[config.mk]
export PLATFORM = sky130hd
export DESIGN_NAME = rng_regif
export DESIGN_NICKNAME = d
export VERILOG_FILES = /design/src/rtl/rng_pkg.sv /design/src/rtl/rng_lfsr.sv /design/src/rtl/rng_fill.sv /design/src/rtl/rng_flags.sv /design/src/rtl/rng_regif.sv
export SDC_FILE = /design/constraint.sdc
export NUM_CORES = 1
export LEC_CHECK = 0
export BUFFER_PORTS_ARGS = -buffer_cell sky130_fd_sc_hd__buf_2
export CORE_ASPECT_RATIO = 0.5
export CORE_MARGIN = 2
export CORE_UTILIZATION = 60
export CTS_BUF_LIST = sky130_fd_sc_hd__clkbuf_2
export DETAILED_ROUTE_END_ITERATION = 8
export PLACE_DENSITY = 0.83
export SLEW_MARGIN = 5
export SYNTH_ARGS = -nofsm -noshare
export SYNTH_HDL_FRONTEND = slang
export SYNTH_SLANG_ARGS = --single-unit
[constraint.sdc]
create_clock -name clk -period 4 [get_ports clk]
set_clock_uncertainty 0.2 [all_clocks]
set_input_delay 0 -clock clk [delete_from_list [all_inputs] [get_ports clk]]
set_output_delay 0 -clock clk [all_outputs]
set_load 0.005 [all_outputs]
[src/rtl/rng_pkg.sv]
package rng_pkg;
  typedef enum logic [1:0] {
    SEL_CTRL = 2'd0,
    SEL_STAT = 2'd1,
    SEL_ENT  = 2'd2,
    SEL_OUT  = 2'd3
  } reg_sel_e;

  // control bit positions (software-visible encoding)
  localparam int unsigned CB_EN    = 0;
  localparam int unsigned CB_HASS  = 1;
  localparam int unsigned CB_MASK  = 2;
  localparam int unsigned CB_CLR   = 3;
  localparam int unsigned CB_SLEEP = 4;

  function automatic logic [31:0] lfsr_next(input logic [31:0] s, input logic [31:0] poly);
    return {1'b0, s[31:1]} ^ (s[0] ? poly : 32'h0);
  endfunction
endpackage

[src/rtl/rng_lfsr.sv]
module rng_lfsr #(
  parameter logic [31:0] POLY = 32'h8020_0003,
  parameter logic [31:0] SEED = 32'h1ACE_B00C
) (
  input  logic        clk,
  input  logic        rst_n,
  input  logic        run,
  input  logic        ent_we,
  input  logic [31:0] ent_data,
  output logic [31:0] state
);
  logic [31:0] stepped, mixed, nxt;

  always_comb begin
    stepped = run ? rng_pkg::lfsr_next(state, POLY) : state;
    mixed   = ent_we ? (stepped ^ ent_data) : stepped;
    nxt     = (mixed == 32'h0) ? SEED : mixed;
  end

  always_ff @(posedge clk or negedge rst_n) begin
    if (!rst_n)             state <= SEED;
    else if (run || ent_we) state <= nxt;
  end
endmodule

[src/rtl/rng_fill.sv]
module rng_fill #(
  parameter int unsigned FILL_LAT = 4
) (
  input  logic        clk,
  input  logic        rst_n,
  input  logic        run,
  input  logic [31:0] src,
  input  logic        take,
  output logic [31:0] word,
  output logic        lvl
);
  logic want, load;
  assign want = run && !lvl;

  generate
    if (FILL_LAT <= 1) begin : g_direct
      assign load = want;
    end else begin : g_count
      localparam int unsigned CW = $clog2(FILL_LAT);
      logic [CW-1:0] cnt;
      assign load = want && (cnt == CW'(FILL_LAT - 1));
      always_ff @(posedge clk or negedge rst_n) begin
        if (!rst_n)    cnt <= '0;
        else if (load) cnt <= '0;
        else if (want) cnt <= cnt + 1'b1;
        else if (lvl)  cnt <= '0;
      end
    end
  endgenerate

  always_ff @(posedge clk or negedge rst_n) begin
    if (!rst_n) begin
      word <= '0;
      lvl  <= 1'b0;
    end else if (take) begin
      word <= '0;
      lvl  <= 1'b0;
    end else if (load) begin
      word <= src;
      lvl  <= 1'b1;
    end
  end
endmodule

[src/rtl/rng_flags.sv]
module rng_flags (
  input  logic clk,
  input  logic rst_n,
  input  logic ufl,
  input  logic good_rd,
  input  logic stat_rd,
  input  logic clr_err,
  input  logic hass,
  output logic secv,
  output logic lrs,
  output logic oru,
  output logic erri
);
  always_ff @(posedge clk or negedge rst_n) begin
    if (!rst_n) begin
      secv <= 1'b0;
      lrs  <= 1'b0;
      oru  <= 1'b0;
      erri <= 1'b0;
    end else begin
      if (ufl && hass) secv <= 1'b1;
      if (ufl)                     lrs <= 1'b1;
      else if (good_rd || stat_rd) lrs <= 1'b0;
      if (ufl)          oru <= 1'b1;
      else if (stat_rd) oru <= 1'b0;
      if (ufl)          erri <= 1'b1;
      else if (clr_err) erri <= 1'b0;
    end
  end
endmodule

[src/rtl/rng_regif.sv]
module rng_regif #(
  parameter int unsigned FILL_LAT = 4,
  parameter logic [31:0] POLY     = 32'h8020_0003,
  parameter logic [31:0] SEED     = 32'h1ACE_B00C
) (
  input  logic        clk,
  input  logic        rst_n,
  input  logic        bus_en,
  input  logic        bus_we,
  input  logic [1:0]  bus_word_addr,
  input  logic [31:0] bus_wdata,
  output logic [31:0] bus_rdata,
  input  logic        doze,
  output logic        irq
);
  import rng_pkg::*;

  localparam logic [7:0] OUT_WORDS = 8'd1;

  reg_sel_e sel;
  logic wr_ctrl, wr_ent, rd_stat, rd_out;
  logic go_q, ha_q, intm_q, slp_q;
  logic sleeping, run;
  logic [31:0] prng, word;
  logic lvl, ufl, good_rd;
  logic secv, lrs, oru, erri;

  assign sel     = reg_sel_e'(bus_word_addr);
  assign wr_ctrl = bus_en &&  bus_we && (sel == SEL_CTRL);
  assign wr_ent  = bus_en &&  bus_we && (sel == SEL_ENT);
  assign rd_stat = bus_en && !bus_we && (sel == SEL_STAT);
  assign rd_out  = bus_en && !bus_we && (sel == SEL_OUT);

  always_ff @(posedge clk or negedge rst_n) begin
    if (!rst_n) begin
      go_q   <= 1'b0;
      ha_q   <= 1'b0;
      intm_q <= 1'b0;
      slp_q  <= 1'b0;
    end else if (wr_ctrl) begin
      go_q   <= go_q | bus_wdata[CB_EN];
      ha_q   <= ha_q | bus_wdata[CB_HASS];
      intm_q <= bus_wdata[CB_MASK];
      slp_q  <= bus_wdata[CB_SLEEP];
    end
  end

  assign sleeping = slp_q || doze;
  assign run      = go_q && !sleeping;
  assign ufl      = rd_out && !lvl;
  assign good_rd  = rd_out && lvl;

  rng_lfsr #(.POLY(POLY), .SEED(SEED)) u_lfsr (
    .clk(clk), .rst_n(rst_n), .run(run),
    .ent_we(wr_ent), .ent_data(bus_wdata), .state(prng)
  );

  rng_fill #(.FILL_LAT(FILL_LAT)) u_fill (
    .clk(clk), .rst_n(rst_n), .run(run), .src(prng),
    .take(good_rd), .word(word), .lvl(lvl)
  );

  rng_flags u_flags (
    .clk(clk), .rst_n(rst_n), .ufl(ufl), .good_rd(good_rd),
    .stat_rd(rd_stat), .clr_err(wr_ctrl && bus_wdata[CB_CLR]), .hass(ha_q),
    .secv(secv), .lrs(lrs), .oru(oru), .erri(erri)
  );

  always_comb begin
    bus_rdata = '0;
    if (bus_en && !bus_we) begin
      unique case (sel)
        SEL_CTRL: bus_rdata = {27'h0, slp_q, 1'b0, intm_q, ha_q, go_q};
        SEL_STAT: bus_rdata = {8'h0, OUT_WORDS, 7'h0, lvl, 3'h0,
                               sleeping, erri, oru, lrs, secv};
        SEL_ENT:  bus_rdata = '0;
        SEL_OUT:  bus_rdata = word;
      endcase
    end
  end

  assign irq = erri && !intm_q;
endmodule

# After elaboration in Yosys (flattened, before gate mapping)
# Index checks and enable logic that the tools add are counted.
[word_totals]
mem_bits_rw = 0
romBits = 0
latchBits = 0
mem_count = 0
ff_bits = 75
elab_cells = 68
inputBits = 39
output_inout_bits = 33
[classes]
n_reduce_logical = 28
bitwise_logic = 4
n_shift = 0
eq_ne = 4
div = 0
multipliers = 0
add_sub_neg = 1
mux = 19
order_cmp = 0
[op_table]
columns = ["op", "count"]
rows = [
  ["$mux 32", 7],
  ["$pmux 32 s4", 1],
  ["$logic_not 32->1", 1],
  ["$xor 31x32->32", 1],
  ["$xor 32x32->32", 1],
  ["$logic_and 1x1->1", 14],
  ["$mux 1", 8],
  ["$reduce_bool 2->1", 4],
  ["$eq 2x2->1 const B", 3],
  ["$mux 2", 3],
  ["$logic_not 1->1", 4],
  ["$logic_or 1x1->1", 3],
  ["$reduce_bool 3->1", 1],
  ["$add 2x1->2 const B", 1],
  ["$eq 2x1->1 const B", 1],
  ["$logic_not 2->1", 1],
  ["$or 1x1->1", 2],
]

# Logic depth before layout (Yosys ltp)
[depth]
ltp_word = 8
mapped_depth = 12
mapped_depth_nobuf = 7

# By module
# From an unflattened synthesis, not the netlist that was laid out.
[hier_totals]
cells_unflattened = 408
area_unflattened_um2 = 4441.8
[modules_own_cells]
columns = ["module", "seq_area_each_um2", "n_inst", "cells_each", "area_each_um2"]
rows = [
  ["rng_lfsr", 817.0, 1, 176, 1931.9],
  ["rng_fill", 875.8, 1, 152, 1764.2],
  ["rng_regif", 100.1, 1, 69, 604.3],
  ["rng_flags", 100.1, 1, 11, 141.4],
]

# Worst setup path after synthesis
# OpenSTA, ideal clock, no wires.
[synth_timing]
path_type = "register to register"
from = "reg slp_q"
to = "reg u_lfsr.state[13]"
required_time_ns = 3.709
n_path_buf = 4
slack_ns = 1.138
setup_ns = 0.091
stages_incl_launch_ff = 12
arrival_ns = 2.572
synth_period_minus_slack_ns = 2.862
path_cell_list = "dfrtp_1 or3b_1 buf_6 buf_12 buf_8 or3_1 a211oi_2 nor3_1 nor4_2 nand4_1 buf_6 o31ai_1"
[synth_between]
elab_chain_cells = 8
elab_cells_between_ends = 9
classes_between = "mux: 3; bitwise: 1; reduce/logical: 5"
[synth_rtl]
columns = ["element", "line", "rtl"]
rows = [
  ["from (decl)", "rng_regif.sv:22", "logic go_q, ha_q, intm_q, slp_q;"],
  ["from (signal assigned)", "rng_regif.sv:44", "slp_q <= bus_wdata[CB_SLEEP];"],
  ["$logic_or 1x1->1 (*)", "rng_regif.sv:48", "assign sleeping = slp_q || doze;"],
  ["$logic_not 1->1 (*)", "rng_regif.sv:49", "assign run = go_q && !sleeping;"],
  ["$logic_and 1x1->1 (*)", "rng_regif.sv:49", ""],
  ["$mux 32", "rng_lfsr.sv:15", "stepped = run ? rng_pkg::lfsr_next(state, POLY) : state;"],
  ["$xor 32x32->32", "rng_lfsr.sv:16", "mixed = ent_we ? (stepped ^ ent_data) : stepped;"],
  ["$mux 32", "rng_lfsr.sv:16", ""],
  ["$logic_not 32->1", "rng_lfsr.sv:17", "nxt = (mixed == 32'h0) ? SEED : mixed;"],
  ["$mux 32", "rng_lfsr.sv:17", ""],
  ["to (signal assigned)", "rng_lfsr.sv:22", "else if (run || ent_we) state <= nxt;"],
  ["to (decl)", "rng_lfsr.sv:10", "output logic [31:0] state"],
]
# Mark *: on every way between the ends. The rest lies on a longest branch, timed or not.
# A chain may end at the register's enable or synchronous reset.

# Final worst setup path
[layout_timing]
from = "reg slp_q"
to = "reg u_lfsr.state[19]"
# Same word-level chain as after synthesis.

==> reports/metrics.yaml <==
yosys-top-cells-area: "dfrtp_1 30%, nand2_1 7.8%, dfstp_2 6.6%"
drive_gt1_share_pct: 17.3
dpl_cell_area_mm2: 0.00545
finalPower_w: 0.00318
synth_edf_count: 0
clock_latency_ns: 0.58
num_vias: 5156
power_density_mw_per_mm2: 514
io_buffers: 71
synthFlopType: "dfrtp_1"
clock_tree.root_cell: "clkbuf_2"
async_flop_share_pct: 100
antenna_found_initial: 0
synthToLayoutAreaGrowth_pct: 19.8
cp_max_fo: 13
die_x_um: 135
via_per_inst: 6.18
crit_family: "simple AND/OR/NAND/NOR gates"
slew_headroom_pct: 49.4
n_antenna_cell: 0
drtPass1Iterations: 6
drtIter0Drc: 700
setup_tns_ns: 0
place_hpwl_um: 9810
yosysMostFrequentCell: "nand2_1"
start_util_pct: 63.2
cpPeakStageDelay_ns: 0.59
grt_usage_pct: 31.7
place.gp.congestion: 0.977
critPathRequiredTime_ns: 4.34
coreArea_mm2: 0.00817
cts_tree: "built"
crit_buf_inv: 1
outcome: "complete, no violations"
wl_per_cell_um: 17.9
cp-start-kind: "flip-flop"
final_cell_area_mm2: 0.00619
worst-path-stages: 8
cts_max_level: 3
worst_slew_pin_slew_ns: 0.754
synth_common_cells: "107 x nand2_1, 62 x dfrtp_1, 44 x o21ai_0"
syn_nets: 665
rsz0062_at_grt: "no"
cts_buffers: 9
synth_top_area_cell: "dfrtp_1"
ys_ff_latch: 75
endpoint: "u_lfsr.state[19]"
worstPathArrival_ns: 4.13
grt_max_degree: 63
grt_overflow: 0
ff2ff_setup_slack_ns: 0.20
ant_nets: 0
drv_slew: 0
worstPathCellList: "nor3b_2 -> mux2_2 -> nor4_1 -> a21oi_1 -> a211o_1 -> or4_4 -> o31ai_1 -> dlygate4sd3_1"
die-area_mm2: 0.00941
period_share_pct: 94.9
clk_pin_slew_worst_paths_ns: 0.25
maxCapViolations: 0
leakage_nw: 2.65
ir_worst_vdd_mv: 0.245
crit_path_top_delay_cell: "dlygate4sd3_1"
clock_path_buffers: 2
rows: 23
r2r_end: "u_lfsr.state[19]"
post-route-min-period_ns: 3.80
crit_path_end_kind: "flip-flop"
fmax_ghz: 0.263
routed_wl_um: 15000
startpoint: "slp_q"
synth_top_area_share_pct: 30.0
fp.dieH_um: 69.6
syn_area_mm2: 0.00516
r2r_cells: 8
grt_pass1_wl_um: 23400
ys_types: 55
drc: 0
nets: 757
final_hold_viol_count: 0
synthCells: 625
io_pins: 72
yosys_warnings: 0
grt_pass1_vias: 4561
synth_area_per_cell_um2: 8.26
r2r_start: "slp_q"
critPathKind: "reg -> reg"
cts_sinks: 75
final-setup-viol-count: 0
hp-class: "in -> reg"
ys_seq_area_share_pct: 36.7
timing repair:
| item | 4_1_cts | 5_1_grt |
|---|---|---|
| hold buffers | 57 | 0 |
| endpoints found under the hold margin | 116 | 0 |
| setup endpoints to repair | 0 | 9 |
| setup buffers | 0 | 1 |
| resized for setup | 0 | 1 |
final cells by class:
| type | count | area, um^2 |
|---|---|---|
| fillers | 582 | 1980 |
| repair buffers | 139 | 1030 |
| multi-input cells | 488 | 2990 |
| flip-flops and latches | 75 | 1890 |
| clock buffers | 9 | 45.0 |
| well taps | 112 | 140 |
| inverters | 4 | 15.0 |
| clock inverters | 7 | 76.3 |
worst min-delay path by stage:
stage | slack (ns) | start | cells after the start | end
2_1_floorplan | -0.50 | rst_n | 0 | go_q
3_3_place_gp | 0.0007 | rst_n | 1 | u_lfsr.state[20]
3_5_place_dp | 0.0007 | rst_n | 1 | u_lfsr.state[20]
4_1_cts | 0.007 | bus_en | 5 | u_fill.lvl
5_1_grt | 0.04 | bus_wdata[26] | 4 | u_lfsr.state[26]
6_report | 0.01 | bus_wdata[29] | 4 | u_lfsr.state[29]
cell families (layout without fill, tap and decap cells):
kind of cell	count (synthesis)	count (layout)	share of synthesized area [%]
AO/OA/AOI/OAI	154	154	18.6
XOR/XNOR	49	49	8.31
adder cells (fa/ha/maj)	1	1	0.242
buffers and inverters	64	159	5.98
flip-flops	75	75	36.7
multiplexers	35	35	7.10
AND/OR/NAND/NOR	247	249	23.1
report_power, final:
group,leakage (nW),total [W],switching [W],internal (W)
clock network,0.0705,0.000459,0.000310,0.000149
registers,0.938,0.00149,0.000439,0.00105
logic,1.64,0.00124,0.000623,0.000613
per-layer routing:
layer  vias to the layer above  GRT usage (%)  wire length (um)
li1                       2372              -                 -
met1                      2434           47.1              6440
met2                       311           44.7              6240
met3                        39           8.70              1980
met4                         0           9.84               302
met5                         -              0                 0
worst register-to-register path, cell delays in order (launching register included):
cell and delay [ns]:
dfrtp_1 0.53, nor3b_2 0.58, mux2_2 0.45, nor4_1 0.25, a21oi_1 0.10, a211o_1 0.28, or4_4 0.53, o31ai_1 0.28
dlygate4sd3_1 0.59
placed cells by master, fill, tap and decap left out, types with 5 or more instances in the layout:
cell type,count
nand2_1,107
buf_2,70
dfrtp_1,62
dlygate4sd3_1,56
o21ai_0,44
a21oi_1,38
nor2_1,35
xor2_1,34
mux2i_1,31
and2_1,27
nor3_1,19
o31ai_1,18
nand3_1,16
xnor2_1,15
nand3b_1,14
o211ai_1,13
dfstp_2,13
buf_4,12
clkbuf_2,9
a211oi_1,8
a31oi_1,6
a21o_1,6
or3_1,5
registers in the layout, summed over array words and instances (netlist names):
name,count
slp_q,1
go_q,1
u_flags.secv,1
intm_q,1
u_fill.lvl,1
u_lfsr.state,32
ha_q,1
u_flags.erri,1
u_fill.word,32
u_fill.g_count.cnt,2
u_flags.oru,1
u_flags.lrs,1
stage by stage:
stage | cells | setup WS (ns) | utilization (%) | hold slack, ns
floorplan | 625 | 1.14 | - | -0.496
CTS | 831 | 0.111 | 75.4 | 0.00733
finish | 834 | 0.203 | 75.7 | 0.0147
global route | 834 | 0.0726 | 75.7 | 0.0373
detailed placement | 758 | 0.646 | 66.7 | 0.000693
global placement | 758 | 0.773 | 66.7 | 0.000711
(Power assumes the default switching activity.)
